[src/rtl/rtc_cc_pkg.sv]
// Shared types for the RTC capture/compare channel.
// Assumes the control word is 7 bits with the field order used below.
package rtc_cc_pkg;

    typedef enum logic [1:0] {
        FN_OFF     = 2'd0,
        FN_CAPTURE = 2'd1,
        FN_COMPARE = 2'd2,
        FN_SPARE   = 2'd3
    } cc_func_e;

    typedef enum logic [1:0] {
        ACT_PULSE  = 2'd0,
        ACT_TOGGLE = 2'd1,
        ACT_CLEAR  = 2'd2,
        ACT_SET    = 2'd3
    } cc_act_e;

    typedef enum logic [1:0] {
        EDG_RISE = 2'd0,
        EDG_FALL = 2'd1,
        EDG_BOTH = 2'd2,
        EDG_NONE = 2'd3
    } cc_edge_e;

    typedef struct packed {
        cc_edge_e edge_sel;   // [6:5]
        logic     base_pre;   // [4]
        cc_act_e  action;     // [3:2]
        cc_func_e func;       // [1:0]
    } cc_ctrl_t;

endpackage

[src/rtl/rtc_cc_step_match.sv]
// Step-match detector: flags a count that has just changed onto a reference.
// Assumes the count is sampled once per clock; a held count never re-fires.
module rtc_cc_step_match #(
    parameter int W = 32
) (
    input  logic         clk,
    input  logic         rst_n,
    input  logic [W-1:0] cnt,
    input  logic [W-1:0] ref_val,
    output logic         hit
);

    logic [W-1:0] prev_q;

    // Remember the count seen at the previous edge.
    always_ff @(posedge clk) begin
        if (!rst_n) prev_q <= '0;
        else        prev_q <= cnt;
    end

    // A hit needs both a fresh step and equality.
    always_comb begin
        hit = (cnt != prev_q) && (cnt == ref_val);
    end

endmodule

[src/rtl/rtc_cc_edge_detect.sv]
// Capture-pin conditioner: a synchronizer chain followed by edge selection.
// Assumes the pin is asynchronous; SYNC_STAGES must be at least 2.
module rtc_cc_edge_detect
    import rtc_cc_pkg::*;
#(
    parameter int SYNC_STAGES = 2
) (
    input  logic     clk,
    input  logic     rst_n,
    input  logic     pin,
    input  cc_edge_e edge_sel,
    output logic     fire
);

    logic [SYNC_STAGES-1:0] sync_q;
    logic                   dly_q;
    logic                   lvl;
    logic                   rise;
    logic                   fall;

    // Shift the pin through the synchronizer and keep one delayed copy.
    always_ff @(posedge clk) begin
        if (!rst_n) begin
            sync_q <= '0;
            dly_q  <= 1'b0;
        end else begin
            sync_q <= {sync_q[SYNC_STAGES-2:0], pin};
            dly_q  <= sync_q[SYNC_STAGES-1];
        end
    end

    // Decode the configured edge from the synchronized level.
    always_comb begin
        lvl  = sync_q[SYNC_STAGES-1];
        rise = lvl & ~dly_q;
        fall = ~lvl & dly_q;
        unique case (edge_sel)
            EDG_RISE: fire = rise;
            EDG_FALL: fire = fall;
            EDG_BOTH: fire = rise | fall;
            default:  fire = 1'b0;
        endcase
    end

endmodule

[src/rtl/rtc_cc_out_drive.sv]
// Output pin driver: applies the selected action on a compare match.
// Assumes match is already qualified; pin is forced low outside compare.
module rtc_cc_out_drive
    import rtc_cc_pkg::*;
(
    input  logic     clk,
    input  logic     rst_n,
    input  cc_func_e func,
    input  cc_act_e  action,
    input  logic     match,
    output logic     pin_q
);

    // Update the pin level from the action and the match.
    always_ff @(posedge clk) begin
        if (!rst_n) begin
            pin_q <= 1'b0;
        end else if (func != FN_COMPARE) begin
            pin_q <= 1'b0;
        end else begin
            unique case (action)
                ACT_PULSE:  pin_q <= match;
                ACT_TOGGLE: pin_q <= pin_q ^ match;
                ACT_CLEAR:  pin_q <= match ? 1'b0 : pin_q;
                default:    pin_q <= match ? 1'b1 : pin_q;
            endcase
        end
    end

endmodule

[src/rtl/rtc_cc_channel.sv]
// RTC capture/compare channel top.
// Holds the compare and capture registers, selects the compared count and
// merges match or capture into a one-clock event. Assumes the counters are
// synchronous to clk and driven from outside.
module rtc_cc_channel
    import rtc_cc_pkg::*;
#(
    parameter int CNT_W       = 32,
    parameter int PRE_W       = 15,
    parameter int SYNC_STAGES = 2
) (
    input  logic             clk,
    input  logic             rst_n,
    input  logic [6:0]       ctrl_word,
    input  logic             cmp_we,
    input  logic [CNT_W-1:0] cmp_wdata,
    input  logic [CNT_W-1:0] main_cnt,
    input  logic [PRE_W-1:0] pre_cnt,
    input  logic             cap_pin,
    output logic             cc_out,
    output logic             cc_event,
    output logic [CNT_W-1:0] cap_value
);

    localparam int CTRL_W = $bits(cc_ctrl_t);

    cc_ctrl_t         ctrl;
    logic [CNT_W-1:0] cmp_q;
    logic [CNT_W-1:0] cap_q;
    logic             evt_q;
    logic             hit_main;
    logic             hit_pre;
    logic             hit_sel;
    logic             edge_fire;

    // Interpret the raw control bits as typed fields.
    always_comb begin
        ctrl = cc_ctrl_t'(ctrl_word[CTRL_W-1:0]);
    end

    // Load the compare value from the write port.
    always_ff @(posedge clk) begin
        if (!rst_n)      cmp_q <= '0;
        else if (cmp_we) cmp_q <= cmp_wdata;
    end

    rtc_cc_step_match #(.W(CNT_W)) u_main_match (
        .clk     (clk),
        .rst_n   (rst_n),
        .cnt     (main_cnt),
        .ref_val (cmp_q),
        .hit     (hit_main)
    );

    rtc_cc_step_match #(.W(PRE_W)) u_pre_match (
        .clk     (clk),
        .rst_n   (rst_n),
        .cnt     (pre_cnt),
        .ref_val (cmp_q[PRE_W-1:0]),
        .hit     (hit_pre)
    );

    // Pick the match of the configured base.
    always_comb begin
        hit_sel = ctrl.base_pre ? hit_pre : hit_main;
    end

    rtc_cc_edge_detect #(.SYNC_STAGES(SYNC_STAGES)) u_edge (
        .clk      (clk),
        .rst_n    (rst_n),
        .pin      (cap_pin),
        .edge_sel (ctrl.edge_sel),
        .fire     (edge_fire)
    );

    rtc_cc_out_drive u_drive (
        .clk    (clk),
        .rst_n  (rst_n),
        .func   (ctrl.func),
        .action (ctrl.action),
        .match  (hit_sel),
        .pin_q  (cc_out)
    );

    // Latch the main count on a qualified capture edge.
    always_ff @(posedge clk) begin
        if (!rst_n)                                   cap_q <= '0;
        else if (ctrl.func == FN_CAPTURE && edge_fire) cap_q <= main_cnt;
    end

    // Raise the one-clock event from whichever function is active.
    always_ff @(posedge clk) begin
        if (!rst_n) begin
            evt_q <= 1'b0;
        end else begin
            unique case (ctrl.func)
                FN_COMPARE: evt_q <= hit_sel;
                FN_CAPTURE: evt_q <= edge_fire;
                default:    evt_q <= 1'b0;
            endcase
        end
    end

    assign cc_event  = evt_q;
    assign cap_value = cap_q;

endmodule

[config.mk]
export PLATFORM = sky130hd
export DESIGN_NAME = rtc_cc_channel
export DESIGN_NICKNAME = d
export VERILOG_FILES = /design/src/rtl/rtc_cc_pkg.sv /design/src/rtl/rtc_cc_step_match.sv /design/src/rtl/rtc_cc_edge_detect.sv /design/src/rtl/rtc_cc_out_drive.sv /design/src/rtl/rtc_cc_channel.sv
export SDC_FILE = /design/constraint.sdc
export NUM_CORES = 1
export LEC_CHECK = 0
export BUFFER_PORTS_ARGS = -buffer_cell sky130_fd_sc_hd__buf_2
export CORE_MARGIN = 5
export CORE_UTILIZATION = 35
export DETAILED_ROUTE_END_ITERATION = 7
export PLACE_DENSITY = 0.6
export RECOVER_POWER = 25
export SETUP_SLACK_MARGIN = 0.1
export SLEW_MARGIN = 20
export SYNTH_ARGS = -nofsm -noshare
export SYNTH_HDL_FRONTEND = slang
export SYNTH_SLANG_ARGS = --single-unit
[constraint.sdc]
create_clock -name clk -period 2.6 [get_ports clk]
set_input_delay 0.26 -clock clk [delete_from_list [all_inputs] [get_ports clk]]
set_output_delay 0.26 -clock clk [all_outputs]
set_load 0.01 [all_outputs]
==> impl_results.md <==
- Net count after synthesis: 600
- Clock-pin transition on the worst setup and hold timing paths: 50 ps
- Synthesis Warnings: 0
- DRC: 0
- Outcome: complete, but fails checks
- Post-route setup slack: 507.6 ps
- Reg power frac: 0.399
- Port bufs: 123
- WS Path Type: input port to register
- Max Buffers Root-to-Sink: 2
- Crit path DAT: 2430 ps
- Peak VDD IR: 0.0004845 V
- # IOs: 124
- Relative slew slack: -0.04248
- Req. time, crit path: 2940 ps
- Share of cells above drive strength 1: 0.2492
- Synthesized cell area: 5032 sq um
- Initial antenna violation count: 1
- Post-route ant nets: 0
- DP Cell Count: 790
- Yosys top cell by area: dfxtp_1
- Finished Layout Cells: 822
- CP delay by family, top: buffers and inverters
- #FFs+latches synth: 116
- Sequential-to-total area share from yosys stat: 0.4615
- Clock Latency Late Sink: 410 ps
- Clock Power Share: 0.507
- Final Setup Violations: 0
- Initial Utilization: 0.3597
- Final Critical Period: 2092 ps
- Crit path buf inv count: 2
- Combinational Power Share: 0.093
- Clock Tree Root: clkbuf_16
- DRT Wirelength: 13470 microns
- Critical Path Max Stage Delay: 1100 ps
- DRT Pass-1 Iters: 6
- CTS Hold Bufs: 0
- Vias in the first global route: 3860
- H-tree levels: 4
- First-pass GRT wire length: 20470 microns
- Yosys cell types: 31
- TritonCTS Buffers: 17
- P&R area growth vs syn: 27.27%
- Die W: 129.9 microns
- Largest net degree at the start of global routing: 42
- Routability Congestion: 0.8408
- Synth area leaders: dfxtp_1, xnor2_1, mux2i_1, xor2_1, and2_1
- Tcrit/Tclk final: 0.8048
- Nets: 723
- Startpoint types: input port
- CTS sink count: 116
- Setup_tns: 0 ps
- CP Cell Sequence: clkbuf_1 > clkbuf_1 > nor2b_1
- CTS tree: done
- RSZ-0062 raised after global routing: no
- Place WS: 603.8 ps
- Detail Placement HPWL: 10530 microns
- Total track usage: 0.1623
- Slew @ Worst Pin: 1564 ps
- Syn Area/Cell: 9.945 sq um
- ANT cells: 0
- Clock skew: 5.936 ps
- Lkg Pwr: 2.689 nW
- Yosys top cell area share: 0.4615
- Failing checks: max-capacitance violations, max-slew violations
- Setup crit end kind: register
- Mapped Cells: 506
- Sw power: 0.001058 W
- PostCTS Resize Cnt: 0
- Slew Limit Fails: 42
- Placeable Area: 13990 sq um
- Pwr dens: 746.6 nW/um^2
- Initial drt markers: 194
- Achievable frequency: 477.9 MHz
- Die Y: 129.9 microns
- CP max FO: 41
- Die area: 16880 sq um
- Cell mode on critical path: clkbuf_1
- Total congestion overflow: 0
- Final Hold Fails: 0
- Post-CTS setup buffers: 0
- DR WL/cell: 16.39 microns
- Worst min-delay path class: input port to register
- CP max-delay cell: clkbuf_1
- FP Rows: 43
- Switching share of power: 0.2212
- Detailed-route via count: 3852
- Max-cap violation count: 1
- Routed vias/inst: 4.686
- Cell Int Power: 0.003724 W
[flip-flops by register name (all words and copies together), names as in the netlist]
register and flops:
u_pre_match.prev_q 15, u_edge.sync_q 2, u_main_match.prev_q 32, u_drive.pin_q 1, cmp_q 32, cap_value 32, u_edge.dly_q 1, cc_event 1
[kinds of logic (layout without fill, tap and decap cells)]
family | Yosys count | count (layout) | synth area share
mux | 34 | 34 | 0.06763
xor+xnor | 94 | 94 | 0.1636
flops | 116 | 116 | 0.4615
buf+inv | 28 | 164 | 0.02934
compound gates | 38 | 38 | 0.05619
fa+ha+maj | 4 | 4 | 0.009946
simple gates | 192 | 192 | 0.2118
[layout make-up]
class	instances	area (sq um)
fillers	1344	7584
multi-input cells	362	2566
flip-flops and latches	116	2322
repair buffers	128	656.9
clock buffers	23	467.9
well taps	180	225.2
clock inverters	9	151.4
inverters	4	15.01
[per-layer routing]
layer	vias up	routed length, microns	track usage
met2	102	6177	0.2566
met1	1807	6113	0.1993
li1	1913	-	-
met3	28	754	0.05649
met5	-	13	0
met4	2	410	0.07457
[power groups by stage]
stage          logic, W  clock network (W)  registers, W
6_report       0.000447            0.00243       0.00191
3_3_place_gp   0.000442                  0       0.00194
2_1_floorplan  0.000269                  0       0.00193
3_5_place_dp   0.000450                  0       0.00195
5_1_grt        0.000490            0.00255       0.00192
4_1_cts        0.000453            0.00247       0.00191
[worst paths after layout]
path / slack (ps) / to / from / cells after the start
setup / recovery: 510 / cmp_q[9]$_SDFFE_PN0P_ / rst_n / 3
hold reg to reg: 430 / u_edge.sync_q[1]$_SDFF_PN0_ / u_edge.sync_q[0]$_SDFF_PN0_ / 1
hold / removal: 60 / u_edge.sync_q[0]$_SDFF_PN0_ / cap_pin / 2
setup reg to reg: 590 / cc_event$_SDFF_PN0_ / u_edge.dly_q$_SDFF_PN0_ / 6
[through the flow]
step,area [sq um],util,total power (W),hold slack (ps)
after floorplan,5032,-,0.002202,381.7
after global placement,5794,0.4142,0.002386,417.8
after detailed placement,5794,0.4142,0.002396,422.1
after CTS,6414,0.4585,0.004833,49.17
after global routing,6405,0.4579,0.004961,52.74
final,6405,0.4579,0.004782,61.98
[placed cells by master (no fill, tap or decap), types with 4 or more instances in the layout]
cell / instances
a21boi_1: 32
and2_0: 9
and2_1: 41
buf_2: 122
bufinv_16: 4
clkbuf_1: 7
clkbuf_16: 17
dfxtp_1: 116
ha_1: 4
inv_1: 4
mux2i_1: 34
nand2_1: 67
nand4_1: 16
nor2b_1: 32
nor4_1: 10
nor4_2: 4
xnor2_1: 58
xor2_1: 36
[synthesized netlist by cell type]
cell type	n
buf_2	9
o21ai_1	1
nor2_1	3
buf_12	1
nand4_1	16
xnor2_1	58
nand2b_1	1
a21oi_1	1
xor2_1	36
nor4b_2	1
clkbuf_1	12
or3_1	1
o21a_1	1
a21boi_1	32
nor4_1	10
inv_1	4
nor3b_1	1
buf_6	2
nand2_1	67
a211oi_1	1
nor4_2	4
nand3_1	2
dfxtp_1	116
ha_1	4
and2_1	50
mux2i_1	34
nor2b_1	32
o2111ai_1	2
nor3_2	1
nor3_1	1
nand4b_1	2
(Power assumes the default switching activity.)
